## src/rtl/dp_narrow.sv

```systemverilog
module dp_narrow #(
  parameter int DW  = 64,
  parameter int SW  = 32,
  parameter int EW  = 11,
  parameter int FW  = 52,
  parameter int LO_EXP = 874,
  parameter int HI_EXP = 896
) (
  input  logic          clk,
  input  logic          rst_n,
  input  logic          start,
  input  logic [DW-1:0] din,
  output logic          busy,
  output logic          done,
  output logic [SW-1:0] dout
);
  localparam int MAXSH = HI_EXP + 1 - LO_EXP;
  localparam int CW    = $clog2(MAXSH + 1);
  localparam int SFW   = SW - 9;

  typedef enum logic [1:0] {S_IDLE, S_SHIFT, S_FIN} state_t;

  state_t        state;
  logic [FW:0]   frac;
  logic [CW-1:0] cnt;
  logic          sgn;
  logic [SW-1:0] pend;

  logic [EW-1:0] exp_in;
  logic          mag_zero, go_direct, go_denorm;
  logic [EW-1:0] sh_amt;
  logic [FW:0]   frac_nx;

  assign exp_in    = din[DW-2 -: EW];
  assign mag_zero  = (din[DW-2:0] == '0);
  assign go_direct = (exp_in > EW'(HI_EXP)) || mag_zero;
  assign go_denorm = !go_direct && (exp_in >= EW'(LO_EXP));
  assign sh_amt    = EW'(HI_EXP + 1) - exp_in;
  assign frac_nx   = {1'b0, frac[FW:1]};
  assign busy      = (state != S_IDLE);

  always_ff @(posedge clk) begin
    if (!rst_n) begin
      state <= S_IDLE;
      frac  <= '0;
      cnt   <= '0;
      sgn   <= 1'b0;
      pend  <= '0;
      done  <= 1'b0;
      dout  <= '0;
    end else begin
      done <= 1'b0;
      case (state)
        S_IDLE: if (start) begin
          sgn <= din[DW-1];
          if (go_denorm) begin
            frac  <= {1'b1, din[FW-1:0]};
            cnt   <= sh_amt[CW-1:0];
            state <= S_SHIFT;
          end else begin
            pend  <= go_direct ? {din[DW-1 -: 2], din[DW-6 -: SW-2]} : '0;
            state <= S_FIN;
          end
        end
        S_SHIFT: begin
          frac <= frac_nx;
          cnt  <= cnt - 1'b1;
          if (cnt == CW'(1)) begin
            pend  <= {sgn, 8'b0, frac_nx[FW-1 -: SFW]};
            state <= S_FIN;
          end
        end
        S_FIN: begin
          dout  <= pend;
          done  <= 1'b1;
          state <= S_IDLE;
        end
        default: state <= S_IDLE;
      endcase
    end
  end
endmodule

```

## config.mk

```make
export PLATFORM = sky130hd
export DESIGN_NAME = dp_narrow
export DESIGN_NICKNAME = d
export VERILOG_FILES = /design/src/rtl/dp_narrow.sv
export SDC_FILE = /design/constraint.sdc
export NUM_CORES = 1
export LEC_CHECK = 0
export ABC_AREA = 1
export BUFFER_PORTS_ARGS = -buffer_cell sky130_fd_sc_hd__buf_2
export CORE_UTILIZATION = 55
export DETAILED_ROUTE_END_ITERATION = 7
export HOLD_SLACK_MARGIN = 0.03
export PLACE_DENSITY_LB_ADDON = 0.15
export SETUP_SLACK_MARGIN = 0.02
export SYNTH_ARGS = -nofsm -noshare
export SYNTH_HDL_FRONTEND = slang
export SYNTH_SLANG_ARGS = --single-unit
```

## constraint.sdc

```tcl
create_clock -name clk -period 2.3 [get_ports clk]
set_clock_uncertainty 0.1 [all_clocks]
set_input_delay 0.115 -clock clk [delete_from_list [all_inputs] [get_ports clk]]
set_output_delay 0.115 -clock clk [all_outputs]
set_load 0.05 [all_outputs]
```

# Word-level counts from Yosys, hierarchy flattened
# Cells that the tools add are included.
[totals]
ff_bits = 126
in_bits = 67
[classes]
addsub = 2
n_lt_le_gt_ge = 2
eq_ne = 7
muxes = 16
reduce_logical = 11
[ops]
columns = ["cell", "count"]
rows = [
  ["2-to-1 mux 32 bit", 4],
  ["2-to-1 mux 53 bit", 2],
  ["one-hot mux 53 bit (2 select lines)", 1],
  ["one-hot mux 32 bit (2 select lines)", 1],
  ["zero test 63 bit", 1],
  [">= comparator 11 x 10 -> 1 bit, second input constant", 1],
  ["> comparator 11 x 10 -> 1 bit, second input constant", 1],
  ["2-to-1 mux 5 bit", 2],
  ["one-hot mux 5 bit (2 select lines)", 1],
  ["!= test 2 bit, second input constant", 4],
  ["2-to-1 mux 2 bit", 3],
  ["equality test 5 x 1 -> 1 bit, second input constant", 1],
  ["subtractor 1 x 5 -> 5 bit, first input constant", 1],
  ["subtractor 5 x 1 -> 5 bit, second input constant", 1],
  ["one-hot mux 2 bit (2 select lines)", 1],
  ["AND reduction 2 bit", 2],
  ["AND reduction 4 bit", 1],
  ["nonzero test 2 bit", 2],
  ["AND reduction 3 bit", 1],
  ["equality test 2 x 1 -> 1 bit, second input constant", 1],
  ["equality test 2 bit, second input constant", 1],
  ["zero test 2 bit", 1],
  ["logical AND 1 bit", 1],
  ["zero test 1 bit", 1],
  ["other kinds (2)", 2],
]

# Longest topological paths before layout
[logic_depth]
word_depth = 7
mapped_depth = 12
mapped_depth_nobuf = 11

# Worst setup path after synthesis
# Ideal clock, no wire load.
[synth_timing]
path_kind = "reg-to-reg"
from = "register state[0]"
to = "register pend[10]"
t_arrival_ns = 1.392
required_time_ns = 2.085
setup_slack_ns = 0.693
path_stages_with_launch = 9
synth_period_minus_slack_ns = 1.607
path_cell_list = "dfxtp_1 -> inv_1 -> nor2_1 -> nand2_1 -> o21a_1 -> buf_4 -> buf_2 -> a21oi_1 -> nor2_1"
[synth_via]
elab_chain_cells = 3
[synth_lines]
columns = ["item", "line", "text"]
rows = [
  ["from (decl)", "23", "state_t state;"],
  ["from (signal assigned)", "44", "state <= S_IDLE;"],
  ["from (signal assigned)", "59", "state <= S_SHIFT;"],
  ["from (signal assigned)", "62", "state <= S_FIN;"],
  ["equality test 2 x 1 -> 1 bit or zero test 2 bit (tied branches)", "53", "case (state)"],
  ["!= test 2 bit (no line) or nonzero test 2 bit (tied branches)", "n/a", ""],
  ["AND reduction 4 bit (no line)", "n/a", ""],
  ["to (signal assigned)", "61", "pend <= go_direct ? {din[DW-1 -: 2], din[DW-6 -: SW-2]} : '0;"],
  ["to (signal assigned)", "69", "pend <= {sgn, 8'b0, frac_nx[FW-1 -: SFW]};"],
  ["to (decl)", "27", "logic [SW-1:0] pend;"],
]
# Parallel ways exist; a longest one is shown, timed or not.
# A chain may end at the register's enable or synchronous reset.

# Worst setup path after layout
[layout_timing]
from = "input port din[58]"
to = "register pend[23]"
[layout_via]
elab_chain_cells = 6
[layout_lines]
columns = ["item", "line", "text"]
rows = [
  ["from (decl)", "12", "input logic [DW-1:0] din,"],
  ["> comparator 11 x 10 -> 1 bit or zero test 63 bit (tied branches)", "36, 35", ""],
  ["logical OR 1 bit", "36", "assign go_direct = (exp_in > EW'(HI_EXP)) || mag_zero;"],
  ["2-to-1 mux 32 bit or zero test 1 bit (tied branches)", "61, 37", ""],
  ["2-to-1 mux 32 bit or logical AND 1 bit (tied branches)", "56, 37", ""],
  ["2-to-1 mux 32 bit or != test 2 bit (tied branches)", "n/a", ""],
  ["one-hot mux 32 bit (2 select lines) or AND reduction 4 bit (tied branches)", "n/a", ""],
]
# Parallel ways exist; a longest one is shown, timed or not. The select of a mux whose other input is x is not followed.

==> impl_metrics.ini <==
[status]
run_status = completed

[worst_setup_path]
ff2ff_path_depth = 7
cp-start-kind = input port
r2r_start = state[0]
crit_path_cell_trace = dlygate4sd3_1, buf_2, nor2_1, nand2_1, nor2_1, nand2_1, nor2_1, nand2_2, nand4_4, buf_6, nand3_1, nand2_1, nor2_1
setup.worst_path.class = in -> reg
cp.arrival_ns = 2.17
r2r_end = pend[26]
crit_path_max_incr_delay_ns = 0.54
path_max_fanout = 48
end_kind = register
required_ns = 2.47
cp_slowest_cell = dlygate4sd3_1
crit_top_cell = nor2_1
reg2reg_slack_ns = 0.38

[routing]
ant_nets = 0
drt_iter0_drc = 307
drcViolationCount = 0
first_pass_iters = 5
num_vias = 4881
vias_per_cell = 5.12
drt-wirelength-per-cell_um = 12.3
wl_mm = 11.8

[floorplanning]
fp.dieH_um = 95.9
io-pin-count = 101
die_x_um = 95.9
dieArea_um2 = 9200
core_um2 = 8380
start_util_pct = 57.9
rows = 33

[clock_tree]
cts_inserted_buffers = 9
worstSkewPairLatency_ns = 0.37
clock_path_buffers = 2
tritoncts = done
cts.sinks = 96
cts.clk_slew.worst_paths_ns = 0.11
cts_setup_buffers = 0
htree_levels = 3
cts_root_buffer = clkbuf_8

[placed_design]
port_buffers = 100
gp_congestion = 0.896
place_ws_ns = 0.387
dp_hpwl_mm = 8.15
dp.cells = 926

[finish]
mostFrequentLayoutCells = nand2_1, nor2_1, buf_2, dfxtp_1, nand3_1
final_util_pct = 68.1
antennaDiodeCount = 0
final_common_cell = nand2_1
fin_cells = 954
drive_gt1_share_pct = 16.4
nNetsFinal = 916
syn2layout_area_growth_pct = 17.7

[sta]
fin_ws_ns = 0.301
setup_viol = 0
slew_violations = 0
rsz0062_at_grt = no
final.period_utilization_pct = 86.9
tns_ns = 0
hold_viol_final = 0
tightest_slew_ns = 0.679
slew_headroom_pct = 54.7
timing.fmax_mhz = 500
min_period_ns = 2.00

[run]
max_cap_violations = 0

[global_route]
grt_pass1_wl_mm = 19.8
grtUsageTotal_pct = 27.3
grt_overflow = 0
grt_max_degree = 52
first_global_vias = 4379
antenna_found_initial = 0

[pwr]
ir_drop_mv = 0.478
leakagePower_nw = 2.94
power_density_nw_per_um2 = 728

[worst_hold_path]
hp-start = din[34]
worstHoldPathCells = 5
whs_endpoint = frac[34]
min_path_type = in -> reg

[yosys]
synth_seq_cells = 96
synth_seq_area_share_pct = 39.6
synth_nets = 828
synthCells = 756
synth.avg_cell_area_um2 = 6.42
synth_cell_types = 26
yosysWarnings = 0
syn-cell-area_um2 = 4850
state kept, by name (all words and copies together), names as in the netlist:
| register | count |
|---|---|
| frac | 23 |
| cnt | 5 |
| pend | 32 |
| sgn | 1 |
| dout | 32 |
| done | 1 |
| state | 2 |
repair_timing:
item	4_1_cts	5_1_grt
hold endpoints to repair	12	0
resized for setup	0	1
setup endpoints to repair	0	16
hold buffers	12	0
power breakdown:
part / switching, mW / leakage [nW] / internal (mW) / total, mW
Sequential: 0.0853 / 0.789 / 1.83 / 1.92
Clock: 0.669 / 0.111 / 0.535 / 1.20
Combinational: 0.684 / 2.04 / 0.346 / 1.03
Yosys cell counts:
cell type  number  area (um^2)
buf_4           6         45.0
ha_1            5         62.6
nand4_4         2         42.5
inv_1          49          184
a31oi_1         1         6.26
buf_1           5         18.8
o21ai_0        44          220
nand2_2         3         18.8
o21ai_2         1         8.76
o21a_1          1         7.51
or2_2           2         12.5
o21bai_1        2         15.0
buf_2          13         65.1
nand3b_1       14          105
clkbuf_1       18         67.6
nor2_1        183          687
xor2_1          2         17.5
a21oi_1        52          260
nand2_1       191          717
inv_2           1         3.75
nor3_1          4         20.0
dfxtp_1        96         1920
buf_6           4         45.0
o21ai_4         1         16.3
nand3_1        54          270
nand4_1         2         12.5
stage by stage:
| step | hold slack (ns) | total power [mW] | area, um^2 |
|---|---|---|---|
| 6_report | 0.0342 | 4.15 | 5710 |
| 3_5_place_dp | 0.285 | 2.96 | 5370 |
| 4_1_cts | 0.0337 | 4.16 | 5710 |
| 5_1_grt | 0.0698 | 4.39 | 5710 |
| 3_3_place_gp | 0.275 | 2.93 | 5370 |
| 2_1_floorplan | 0.157 | 2.71 | 4850 |
layout make-up:
| type | instances | area, um^2 |
|---|---|---|
| fillers | 791 | 2670 |
| multi-input cells | 564 | 2500 |
| flip-flops and latches | 96 | 1920 |
| repair buffers | 123 | 744 |
| inverters | 50 | 188 |
| well taps | 105 | 131 |
| clock buffers | 9 | 124 |
| clock inverters | 7 | 95.1 |
worst max-delay path: cells and delay by family:
| family | cells | cell delay (ns) |
|---|---|---|
| buf+inv | 3 | 0.98 |
| simple gates | 10 | 1.06 |
metal layers:
layer	global-route usage (%)	wire length [um]
met1	38.4	5810
met2	43.5	5190
met3	4.27	604
met4	6.97	163
met5	0	0
worst max-delay path by stage:
stage / start / to / slack, ns
after floorplan: state[0] / pend[10] / 0.69
after global placement: din[57] / pend[9] / 0.39
after detailed placement: din[57] / pend[20] / 0.39
after CTS: din[58] / pend[23] / 0.21
after global routing: din[58] / pend[20] / 0.06
final: din[58] / pend[23] / 0.30
logic make-up after synthesis:
family / share of synthesized area [%]
AO/OA/AOI/OAI: 11.0
XOR/XNOR: 0.361
adder cells (fa/ha/maj): 1.29
buffers and inverters: 8.85
flip-flops: 39.6
AND/OR/NAND/NOR: 38.9
No activity file was read; power rests on OpenSTA's default activity.
